**src/rtl/bts_pkg.sv**
```systemverilog
package bts_pkg;
  typedef enum logic [1:0] {
    ST_OFF     = 2'd0,
    ST_RECOVER = 2'd1,
    ST_TEST    = 2'd2,
    ST_WAIT    = 2'd3
  } bts_state_e;
endpackage

```
**src/rtl/bts_phase_timer.sv**
```systemverilog
module bts_phase_timer #(
  parameter int unsigned CNT_W = 8
) (
  input  logic             clk_i,
  input  logic             rst_ni,
  input  logic             restart_i,
  input  logic [CNT_W-1:0] limit_i,
  output logic             last_o
);
  logic [CNT_W-1:0] cnt_q;

  assign last_o = (cnt_q == limit_i);

  always_ff @(posedge clk_i or negedge rst_ni) begin
    if (!rst_ni)        cnt_q <= '0;
    else if (restart_i) cnt_q <= '0;
    else if (!last_o)   cnt_q <= cnt_q + 1'b1;
  end
endmodule

```
**src/rtl/bts_seq.sv**
```systemverilog
module bts_seq
  import bts_pkg::*;
(
  input  logic       clk_i,
  input  logic       rst_ni,
  input  logic       pwr_good_i,
  input  logic       last_i,
  output bts_state_e state_o,
  output logic       restart_o,
  output logic       test_end_o,
  output logic       pu_test_o
);
  bts_state_e state_q, state_d;
  logic       pu_q;

  always_comb begin
    state_d = state_q;
    if (!pwr_good_i) begin
      state_d = ST_OFF;
    end else begin
      unique case (state_q)
        ST_OFF:     state_d = ST_RECOVER;
        ST_RECOVER: if (last_i) state_d = ST_TEST;
        ST_TEST:    if (last_i) state_d = ST_WAIT;
        ST_WAIT:    if (last_i) state_d = ST_TEST;
        default:    state_d = ST_OFF;
      endcase
    end
  end

  always_ff @(posedge clk_i or negedge rst_ni) begin
    if (!rst_ni) begin
      state_q <= ST_OFF;
      pu_q    <= 1'b0;
    end else begin
      state_q <= state_d;
      // tag the window as a power-up retest or a periodic one
      if (state_d == ST_TEST && state_q == ST_RECOVER) pu_q <= 1'b1;
      else if (state_d == ST_TEST && state_q == ST_WAIT) pu_q <= 1'b0;
    end
  end

  assign state_o    = state_q;
  assign restart_o  = (state_d != state_q) || (state_q == ST_OFF);
  assign test_end_o = (state_q == ST_TEST) && pwr_good_i && last_i;
  assign pu_test_o  = pu_q;
endmodule

```
**src/rtl/bts_verdict.sv**
```systemverilog
module bts_verdict (
  input  logic clk_i,
  input  logic rst_ni,
  input  logic sample_i,
  input  logic batt_low_i,
  input  logic test_end_i,
  input  logic pu_test_i,
  output logic warn_o
);
  logic fail_q, fail_now, warn_q;

  assign fail_now = fail_q | (sample_i & batt_low_i);

  always_ff @(posedge clk_i or negedge rst_ni) begin
    if (!rst_ni) begin
      fail_q <= 1'b0;
      warn_q <= 1'b0;
    end else begin
      if (test_end_i || !sample_i) fail_q <= 1'b0;
      else                         fail_q <= fail_now;
      if (test_end_i) begin
        if (fail_now)       warn_q <= 1'b1;
        else if (pu_test_i) warn_q <= 1'b0;
      end
    end
  end

  assign warn_o = warn_q;
endmodule

```
**src/rtl/battery_test_sched.sv**
```systemverilog
module battery_test_sched
  import bts_pkg::*;
#(
  parameter int unsigned REC_TICKS      = 200,
  parameter int unsigned WINDOW_TICKS   = 100,
  parameter int unsigned INTERVAL_TICKS = 86400
) (
  input  logic clk_i,
  input  logic rst_ni,
  input  logic pwr_good_i,
  input  logic batt_low_i,
  output logic load_en_o,
  output logic warn_sink_o
);
  localparam int unsigned MAX_A = (REC_TICKS > WINDOW_TICKS) ? REC_TICKS : WINDOW_TICKS;
  localparam int unsigned MAX_T = (MAX_A > INTERVAL_TICKS) ? MAX_A : INTERVAL_TICKS;
  localparam int unsigned CNT_W = $clog2(MAX_T + 1);
  localparam logic [CNT_W-1:0] REC_LIM = CNT_W'(REC_TICKS - 1);
  localparam logic [CNT_W-1:0] WIN_LIM = CNT_W'(WINDOW_TICKS - 1);
  localparam logic [CNT_W-1:0] INT_LIM = CNT_W'(INTERVAL_TICKS - 1);

  bts_state_e       state;
  logic             restart, last, test_end, pu_test, in_test;
  logic [CNT_W-1:0] limit;

  always_comb begin
    unique case (state)
      ST_RECOVER: limit = REC_LIM;
      ST_TEST:    limit = WIN_LIM;
      ST_WAIT:    limit = INT_LIM;
      default:    limit = '0;
    endcase
  end

  bts_phase_timer #(.CNT_W(CNT_W)) i_timer (
    .clk_i     (clk_i),
    .rst_ni    (rst_ni),
    .restart_i (restart),
    .limit_i   (limit),
    .last_o    (last)
  );

  bts_seq i_seq (
    .clk_i      (clk_i),
    .rst_ni     (rst_ni),
    .pwr_good_i (pwr_good_i),
    .last_i     (last),
    .state_o    (state),
    .restart_o  (restart),
    .test_end_o (test_end),
    .pu_test_o  (pu_test)
  );

  assign in_test = (state == ST_TEST) && pwr_good_i;

  bts_verdict i_verdict (
    .clk_i      (clk_i),
    .rst_ni     (rst_ni),
    .sample_i   (in_test),
    .batt_low_i (batt_low_i),
    .test_end_i (test_end),
    .pu_test_i  (pu_test),
    .warn_o     (warn_sink_o)
  );

  assign load_en_o = in_test;
endmodule

```
**config.mk**
```make
export PLATFORM = sky130hd
export DESIGN_NAME = battery_test_sched
export DESIGN_NICKNAME = d
export VERILOG_FILES = /design/src/rtl/bts_pkg.sv /design/src/rtl/bts_phase_timer.sv /design/src/rtl/bts_seq.sv /design/src/rtl/bts_verdict.sv /design/src/rtl/battery_test_sched.sv
export SDC_FILE = /design/constraint.sdc
export NUM_CORES = 1
export LEC_CHECK = 0
export ABC_AREA = 1
export BUFFER_PORTS_ARGS = -buffer_cell sky130_fd_sc_hd__buf_2
export CORE_MARGIN = 2
export CORE_UTILIZATION = 61
export CTS_BUF_LIST = sky130_fd_sc_hd__clkbuf_8
export CTS_CLUSTER_DIAMETER = 50
export CTS_CLUSTER_SIZE = 14
export DETAILED_ROUTE_END_ITERATION = 8
export GPL_TIMING_DRIVEN = 0
export PLACE_DENSITY_LB_ADDON = 0.12
export SYNTH_ARGS = -nofsm -noshare
export SYNTH_HDL_FRONTEND = slang
export SYNTH_HIERARCHICAL = 1
export SYNTH_SLANG_ARGS = --single-unit
```
**constraint.sdc**
```tcl
create_clock -name clk_i -period 2.58 [get_ports clk_i]
set_clock_uncertainty 0.05 [all_clocks]
set_input_delay 0.258 -clock clk_i [delete_from_list [all_inputs] [get_ports clk_i]]
set_output_delay 0.258 -clock clk_i [all_outputs]
set_load 0.05 [all_outputs]
```
==> results of run 1 <==
-- how the worst max path moves through the flow --
| stage | end | slack (ps) | cells past startpoint |
|---|---|---|---|
| 2_1_floorplan | i_timer/cnt_q[10] | 320 | 13 |
| 3_3_place_gp | i_timer/cnt_q[8] | -170 | 14 |
| 3_5_place_dp | i_timer/cnt_q[8] | -150 | 14 |
| 4_1_cts | i_timer/cnt_q[8] | 0.7 | 13 |
| 5_1_grt | i_timer/cnt_q[4] | -60 | 15 |
| 6_report | i_timer/cnt_q[4] | 30 | 15 |
-- cells in the mapped netlist, types with 2 or more instances --
cell | instances | area share (%)
o21ai_0 | 3 | 0.80
buf_4 | 2 | 0.80
o21ai_1 | 3 | 0.80
buf_2 | 5 | 1.3
inv_1 | 39 | 7.8
inv_2 | 4 | 0.80
clkbuf_1 | 2 | 0.40
nand4_1 | 21 | 7.0
dfrtp_1 | 22 | 29
nand3_1 | 19 | 5.1
a21oi_1 | 3 | 0.80
nor3_1 | 2 | 0.54
nand2_1 | 85 | 17
nand2_2 | 4 | 1.3
buf_6 | 2 | 1.2
xor2_1 | 7 | 3.3
xnor2_1 | 8 | 3.7
nor2_2 | 7 | 2.3
nor2_4 | 4 | 2.4
nand3_2 | 9 | 4.8
nor2_1 | 22 | 4.4
-- per-layer routing --
layer / share of wire [%] / up-vias / track usage (%)
met5: 0 / - / 0
met4: 2.4 / 0 / 11.7
met3: 8.3 / 17 / 4.59
met2: 48 / 99 / 44.0
met1: 42 / 843 / 38.5
li1: - / 938 / -
-- final cells by class --
class                           count  area [sq um]
Inverter                           44           169
Sequential cell                    22           553
Tap cell                           33          41.3
Timing Repair inverter              1          7.51
Buffer                             11          95.1
Fill cell                         229           754
Clock inverter                      1          30.0
Timing Repair Buffer               21           151
Multi-Input combinational cell    210          1130
Clock buffer                        3          41.3
-- through the flow --
| step | utilization [%] | hold slack (ps) |
|---|---|---|
| 3_3_place_gp | 65.9 | 205 |
| 4_1_cts | 70.5 | 214 |
| 2_1_floorplan | - | -87.6 |
| 3_5_place_dp | 65.9 | 216 |
| 5_1_grt | 74.7 | 230 |
| 6_report | 74.7 | 216 |
-- critical path, stage by stage (launching register included) --
cell and delay (ps):
dfrtp_2 490, nand2_4 130, clkinvlp_4 190, buf_6 170
xnor2_1 170, nand2_1 120, nor2_4 160, nand3_4 150
buf_12 160, inv_2 70, nor2_2 50, o21ai_2 70
inv_2 90, clkbuf_4 180, nand3_1 100, nand2_1 60
-- power by group --
group          internal, W  switching (W)   total, W
logic            0.0000332      0.0000534  0.0000866
clock network     0.000207       0.000122   0.000329
registers         0.000347     0.00000438   0.000352
total             0.000588       0.000180   0.000767
-- flip-flops by register name (all words and copies together), names as in the netlist --
register	count
i_seq/pu_test_o	1
i_verdict/warn_o	1
i_timer/cnt_q	17
i_seq/state_o	2
i_verdict/fail_q	1
-- kinds of logic after synthesis --
logic type      Yosys count  share of synthesized area, %
flops                    22                          29.4
fa+ha+maj                 1                         0.669
other cells               1                         0.200
simple gates            176                          46.8
compound gates            9                          2.41
xor+xnor                 16                          7.89
buf+inv                  55                          12.6
-- what timing repair did --
item | CTS | global route
endpoints found under the hold margin | 22 | 0
pin swaps | 1 | 5
resized for setup | 11 | 10
hold buffers | 1 | 0
gates cloned | 1 | 1
setup endpoints to repair | 17 | 19
setup buffers | 2 | 12
==> impl_metrics.tcl, run 1 <==
set metrics [dict create \
    status "completed" \
    slew_viol_final 0 \
    synth_area_per_cell_sq_um 6.68 \
    post-route-period-util_pct 98.8 \
    fmax_ghz 0.392 \
    cts.sinks 22 \
    antenna_left 0 \
    path_clk_slew_ps 90 \
    grt_pass1_wl_mm 7.41 \
    clockBufferDepth 2 \
    path_class "reg2reg" \
    required_ps 2690 \
    placed_area_sq_mm 0.00196 \
    rr_worst_depth 15 \
    synth.ff_latch_count 22 \
    drt_pass1_iterations 5 \
    holdPathEnd "i_verdict/fail_q" \
    max_slew.worst_pin.slew_ps 507 \
    r2r_setup_slack_ps 30 \
    maxCapViolCount 0 \
    cts_root_buffer "clkbuf_8" \
    p_leak_nw 1.15 \
    drive_gt1_share_pct 23.6 \
    die_h_um 59.4 \
    overflow 0 \
    place.detailed.hpwl_mm 2.90 \
    clkLatencyLatePin_ps 260 \
    start_util_pct 62.8 \
    synth_edf_count 0 \
    antenna_found_initial 0 \
    finalWirelength_mm 4.83 \
    relSlewSlack_pct 66.2 \
    hp-start "batt_low_i" \
    dp_cells 325 \
    crit_path_start "i_seq/state_o[1]" \
    worst_setup_path_start_kind "flip-flop" \
    r2r_end "i_timer/cnt_q[4]" \
    netlist_instances 280 \
    wire_per_inst_um 14.0 \
    final_nets 319 \
    final_common_cell "nand2_1" \
    p_total_w 0.000767 \
    syn-cell-area_sq_mm 0.00187 \
    hold_path.class "in2reg" \
    portBuffers 5 \
    drt_iter0_markers 160 \
    synth_ff_type "dfrtp_1" \
    cp_max_fo 7 \
    grt_pass1_vias 1640 \
    synth_cell_types 28 \
    die_area_sq_mm 0.00353 \
    ir_drop_mv 0.217 \
    diodes 0 \
    gp_congestion 0.936 \
    h-tree-depth 1 \
    vias 1897 \
    setup_viol 0 \
    synth-seq-area-share_pct 29.4 \
    cts_buffers 3 \
    rr_startpoint "i_seq/state_o[1]" \
    fp.coreArea_sq_mm 0.00298 \
    fin_area_sq_mm 0.00222 \
    dp_slack_ps -149 \
    hold-path-cell-count 3 \
    yosys_warnings 6 \
    rows 20 \
    grt_max_degree 23 \
    endpoint_kind "flip-flop" \
    die_x_um 59.4 \
    grt_util_all_layers_pct 28.1 \
    async_flop_share_pct 100 \
    hold_viol 0 \
    cp.arrival_ps 2660 \
    powerDensity_mw_per_mm2 345 \
    setup_tns_ps 0 \
    drc 0 \
    vias_per_cell 5.48 \
    period_needed_ps 2550 \
    final_cell_mix "nand2_1 (84), inv_1 (37), nor2_1 (21), nand4_1 (21), dfrtp_1 (20)" \
    ios 6 \
    cts_tree "done" \
    layout-area-overhead-vs-synth_pct 18.9 \
    timing.final.ws_setup_ps 31.9 \
    fin_cells 346 \
]
(Power assumes the default switching activity.)
==> run 2, diff against run 1 <==
==> constraint.sdc (replaced) <==
create_clock -name clk_i -period 2.58 [get_ports clk_i]
set_clock_uncertainty 0.05 [all_clocks]
set_input_delay 0.516 -clock clk_i [delete_from_list [all_inputs] [get_ports clk_i]]
set_output_delay 0.516 -clock clk_i [all_outputs]
set_load 0.05 [all_outputs]
==> run 2 against run 1 <==
Against the previous run: combinational power is 1% lower; clock power barely moved; count of clock-buffer cells in the layout unchanged; hold slack got worse by 53 ps; sequential power about the same.
==> impl_metrics.tcl, run 2 (synthesized netlist as in run 1, its figures left out) <==
set metrics [dict create \
    max_stage_delay_ps 490 \
    cts_tree "done" \
    die_h_um 59.4 \
    intPower_w 0.000587 \
    antenna_found_initial 0 \
    final_nets 318 \
    cts.hold.buffers_added 0 \
    path_clk_slew_ps 90 \
    period_needed_ps 2540 \
    die_x_um 59.4 \
    clockBufferDepth 2 \
    final_cell_mix "nand2_1 (84), inv_1 (37), nor2_1 (21), nand4_1 (21), dfrtp_1 (20)" \
    cp_cell_sequence "nand2_4 -> clkinvlp_4 -> buf_6 -> xnor2_1 -> nand2_1 -> nor2_4 -> nand3_4 -> buf_12 -> inv_2 -> nor2_2 -> o21ai_2 -> inv_2 -> clkbuf_4 -> nand3_1 -> nand2_1" \
    p_leak_nw 1.15 \
    clkLatencyLatePin_ps 260 \
    finalWirelength_mm 4.75 \
    antenna_left 0 \
    final_common_cell "nand2_1" \
    portBuffers 5 \
    ir_drop_mv 0.242 \
    hold_slack_ps 164 \
    cts_root_buffer "clkbuf_8" \
    start_util_pct 62.8 \
    relSlewSlack_pct 65.7 \
    endpoint_kind "flip-flop" \
    cp_max_fo 7 \
    fp.coreArea_sq_mm 0.00298 \
    largest_reg_flops 17 \
    grt_util_all_layers_pct 28.0 \
    p_total_w 0.000763 \
    post-route-period-util_pct 98.5 \
    setup_viol 0 \
    h-tree-depth 1 \
    cp.arrival_ps 2650 \
    ios 6 \
    sequentialPowerShare_pct 46.0 \
    grt_pass1_vias 1634 \
    hold_viol 0 \
    overflow 0 \
    vias_per_cell 5.43 \
    max_slew.worst_pin.slew_ps 515 \
    power.share.clock_pct 42.7 \
    cts.sinks 22 \
    worst_setup_path_start_kind "flip-flop" \
    place.detailed.hpwl_mm 2.90 \
    pwr-share-comb_pct 11.2 \
    hold_path.class "in2async" \
    grt_max_degree 23 \
    switchingPower_w 0.000177 \
    vias 1872 \
    status "completed" \
    path_class "reg2reg" \
    powerDensity_mw_per_mm2 345 \
    cpMaxStageDelayCell "dfrtp_2" \
    drc 0 \
    die_area_sq_mm 0.00353 \
    rows 20 \
    top_register "i_timer/cnt_q" \
    netSwitchingFraction_pct 23.2 \
    cts_buffers 3 \
    slew_viol_final 0 \
    drt_iter0_markers 145 \
    grt_pass1_wl_mm 7.39 \
    drive_gt1_share_pct 23.7 \
    fmax_ghz 0.393 \
    drt_pass1_iterations 5 \
    maxCapViolCount 0 \
    required_ps 2690 \
    diodes 0 \
    wire_per_inst_um 13.8 \
    layout-area-overhead-vs-synth_pct 18.3 \
    gp_congestion 0.936 \
]
-- run 2: changes by cell type in the layout (fill, tap and decap cells not counted) --
cell	change
dlygate4sd3_1	-1
-- run 2: power groups by stage --
stage | Clock, W | Combinational (W) | Sequential (W)
2_1_floorplan | 0 | 0.0000500 | 0.000357
3_3_place_gp | 0 | 0.0000691 | 0.000358
3_5_place_dp | 0 | 0.0000699 | 0.000358
4_1_cts | 0.000336 | 0.0000741 | 0.000352
5_1_grt | 0.000347 | 0.0000951 | 0.000352
6_report | 0.000326 | 0.0000856 | 0.000352
-- run 2: worst paths after layout --
kind,from,end,slack (ps),cells past startpoint
setup / recovery,i_seq/state_o[1],i_timer/cnt_q[4],40,15
hold / removal,rst_ni,i_seq/pu_test_o,160,1
setup reg to reg,i_seq/state_o[1],i_timer/cnt_q[4],40,15
hold reg to reg,i_seq/pu_test_o,i_seq/pu_test_o,440,2
max in group asynchronous,rst_ni,i_seq/state_o[0],1940,1
min in group clk_i,i_seq/pu_test_o,i_seq/pu_test_o,440,2
-- run 2: cell type report --
| type | instances | area [sq um] |
|---|---|---|
| plain buffers | 11 | 95.1 |
| clock buffers | 3 | 41.3 |
| clock inverters | 1 | 30.0 |
| fillers | 232 | 764 |
| inverters | 44 | 169 |
| multi-input cells | 210 | 1130 |
| flip-flops and latches | 22 | 553 |
| well taps | 33 | 41.3 |
| repair buffers | 20 | 141 |
| repair inverters | 1 | 7.51 |
-- run 2: through the flow --
step	utilization [%]	cell area [sq um]	std cells	setup TNS [ps]	setup slack [ps]
final	74.3	2210	345	0	37.6
after global placement	65.9	1960	325	-2580	-174
after global routing	74.3	2210	345	-1080	-91.2
after CTS	70.2	2090	332	0	0.728
after detailed placement	65.9	1960	325	-2300	-149
after floorplan	-	1900	287	0	324
-- run 2: worst max-delay path, delay by kind of cell (launching register included) --
family | cells | cell delay, ps
buffers and inverters | 6 | 860
AOI/OAI and AO/OA | 1 | 70
xor gates and xnor gates | 1 | 170
and+or+nand+nor | 7 | 760
DFF | 1 | 490
-- run 2: layer usage --
layer | up-vias | global-route usage (%) | wire, um
li1 | 933 | - | -
met5 | - | 0 | 0
met4 | 0 | 11.7 | 80
met1 | 845 | 38.5 | 2020
met3 | 12 | 4.59 | 373
met2 | 82 | 43.6 | 2280
-- run 2: timing repair --
item	CTS	global route
gates cloned	1	1
setup buffers	2	12
resized for setup	11	10
setup endpoints to repair	17	19
pin swaps	1	5
==> run 3, diff against run 2 <==
--- a/config.mk
+++ b/config.mk
@@ -5,7 +5,6 @@
 export SDC_FILE = /design/constraint.sdc
 export NUM_CORES = 1
 export LEC_CHECK = 0
-export ABC_AREA = 1
 export BUFFER_PORTS_ARGS = -buffer_cell sky130_fd_sc_hd__buf_2
 export CORE_MARGIN = 2
 export CORE_UTILIZATION = 61
==> run 3 against run 2 <==
Against the previous run: the run now ends with negative setup slack left; setup slack got worse by 51 ps; final area decreased by 15%; routed wire length decreased by 27%; first-iteration DRC count decreased by 75%; synthesized cell count decreased by 41%; via count decreased by 30%; critical endpoint is now i_timer/cnt_q[7]; highest routed layer unchanged.
==> impl_metrics.tcl, run 3 <==
set metrics [dict create \
    n_fill_cell 158 \
    synth_top_cell_area_share_pct 35.2 \
    cts.hold.buffers_added 0 \
    power.share.clock_pct 42.8 \
    final-seq-area_sq_um 553 \
    synth.ff_latch_count 22 \
    async_flop_share_pct 100 \
    synth_top_family_by_area "simple AND/OR/NAND/NOR gates" \
    final_common_cell "dfrtp_1" \
    cts_tree "done" \
    hold_path.class "in2async" \
    gp_congestion 0.964 \
    relSlewSlack_pct 57.7 \
    antenna_left 0 \
    maxCapViolCount 0 \
    p_leak_nw 0.821 \
    portBuffers 5 \
    synth_edf_count 0 \
    yosys_warnings 6 \
    worst_setup_path_start_kind "flip-flop" \
    clockBufferDepth 2 \
    overflow 0 \
    fmax_ghz 0.386 \
    netlist_instances 166 \
    ios 6 \
    grt_max_degree 23 \
    drc 0 \
    pwr-share-comb_pct 10.4 \
    cts_buffers 3 \
    endpoint_kind "flip-flop" \
    synth_ff_type "dfrtp_1" \
    start_util_pct 63.7 \
    required_ps 2680 \
    antenna_found_initial 0 \
    post-route-period-util_pct 101 \
    grt_pass1_vias 1257 \
    p_total_w 0.000750 \
    period_needed_ps 2590 \
    timing.final.ws_setup_ps -13.5 \
    die_h_um 54.6 \
    die_x_um 54.6 \
    status "finished with violations" \
    path_clk_slew_ps 80 \
    sequentialPowerShare_pct 46.8 \
    synth-adder-area-share_pct 0.801 \
    hold_viol 0 \
    intPower_w 0.000589 \
    switchingPower_w 0.000162 \
    synthSimpleGateAreaFrac_pct 28.0 \
    top_register "i_timer/cnt_q" \
    setup_viol 11 \
    grt_pass1_wl_mm 5.76 \
    max_slew.worst_pin.slew_ps 633 \
    slew_viol_final 0 \
    cts.sinks 22 \
    yosys-top-cells-count "dfrtp_1 (22), nor2b_1 (17), nor2_1 (16), xnor2_1 (14), nand3_1 (9)" \
    largest_reg_flops 17 \
    diodes 0 \
    powerDensity_mw_per_mm2 398 \
    violations "negative setup slack" \
    clkLatencyLatePin_ps 260 \
    synth_compound_area_share_pct 10.2 \
    synth-seq-area-share_pct 35.2 \
    synth_cell_types 39 \
    synth_area_leader_cell "dfrtp_1" \
    wire_per_inst_um 15.5 \
    cts_root_buffer "clkbuf_8" \
    place.detailed.hpwl_mm 2.30 \
    grt_util_all_layers_pct 27.3 \
    synth_area_per_cell_sq_um 9.41 \
    vias_per_cell 5.87 \
    yosysMostFrequentCell "dfrtp_1" \
    vias 1303 \
    multi_input_area_sq_mm 0.00102 \
    drive_gt1_share_pct 30.7 \
    rsz0062_at_grt "yes" \
    finalWirelength_mm 3.45 \
    fp.coreArea_sq_mm 0.00245 \
    final_nets 198 \
    netSwitchingFraction_pct 21.5 \
    layout-area-overhead-vs-synth_pct 20.7 \
    cp_max_fo 9 \
    placed_area_sq_mm 0.00166 \
    cp.arrival_ps 2690 \
    synth_top_cells_by_area "dfrtp_1 (35%), xnor2_1 (7.8%), nor2b_1 (6.8%), mux2_4 (6.7%), mux2_2 (5.0%)" \
    die_area_sq_mm 0.00298 \
    fin_area_sq_mm 0.00189 \
    drt_pass1_iterations 4 \
    drt_iter0_markers 36 \
    synth_xor_xnor_area_share_pct 9.53 \
    path_class "reg2reg" \
    ir_drop_mv 0.488 \
    muxShareOfSynthArea_pct 12.4 \
    h-tree-depth 1 \
    utilization_pct 76.9 \
    final_cell_mix "dfrtp_1 (20), nor2b_1 (17), nor2_1 (15), buf_4 (12), xnor2_1 (11)" \
    syn-cell-area_sq_mm 0.00156 \
    rows 18 \
]
run 3: cells by family (layout without fill, tap and decap cells):
group,Yosys count,count (layout)
flops,22,22
other cells,1,5
mux,15,15
simple gates,76,76
compound gates,23,23
xor+xnor,17,17
fa+ha+maj,1,1
buf+inv,11,33
run 3: layer usage:
layer	part of all wire [%]	global-route usage, %	vias to the layer above
met3	3.1	5.46	4
met4	0.55	7.08	0
met2	50	46.0	17
met1	46	35.5	650
met5	0	0	-
li1	-	-	632
run 3: path summary, 6_finish.rpt:
check / from / end / slack [ps] / cells past startpoint
hold reg to reg: i_verdict/warn_o / i_verdict/warn_o / 460 / 1
max in group asynchronous: rst_ni / i_seq/state_o[0] / 1950 / 1
setup / recovery: i_seq/state_o[1] / i_timer/cnt_q[7] / -10 / 11
hold / removal: rst_ni / i_timer/cnt_q[2] / 160 / 1
setup reg to reg: i_seq/state_o[1] / i_timer/cnt_q[7] / -10 / 11
min in group clk_i: i_verdict/warn_o / i_verdict/warn_o / 460 / 1
run 3: cell type report:
class / instances / share of cell area, %
multi-input cells: 137 / 53.8
flip-flops and latches: 22 / 29.3
repair buffers: 18 / 6.50
plain buffers: 7 / 3.78
clock buffers: 3 / 2.19
well taps: 30 / 1.99
clock inverters: 1 / 1.59
inverters: 4 / 0.796
run 3: per-stage QoR:
stage               setup TNS (ps)  hold slack [ps]  setup WS (ps)  cells
detailed placement           -6460              441           -438    205
finish                       -56.8              159          -13.5    222
CTS                          -17.1              164          -13.6    221
floorplan                        0              170           6.16    170
global placement             -4310              433           -319    205
global route                 -1680              196           -124    222
run 3: power by group through the flow:
| stage | logic, W | registers (W) | clock network (W) |
|---|---|---|---|
| 6_report | 0.0000781 | 0.000351 | 0.000321 |
| 5_1_grt | 0.0000860 | 0.000352 | 0.000343 |
| 4_1_cts | 0.0000740 | 0.000350 | 0.000331 |
| 3_5_place_dp | 0.0000583 | 0.000358 | 0 |
| 3_3_place_gp | 0.0000556 | 0.000358 | 0 |
| 2_1_floorplan | 0.0000396 | 0.000357 | 0 |
run 3: worst max-delay path, stage by stage, from the launching register on:
cell,delay [ps]
dfrtp_2,430
or2_4,290
xnor2_2,130
nand4_1,150
or4_4,480
nor2_4,130
inv_1,50
o211ai_1,100
buf_4,180
clkbuf_8,160
nor2_1,50
mux2_2,260
run 3: repair_timing:
item	in CTS	in global routing
pin swaps	5	5
setup buffers	11	1
setup endpoints to repair	18	18
gates cloned	1	0
gates resized for setup	7	4
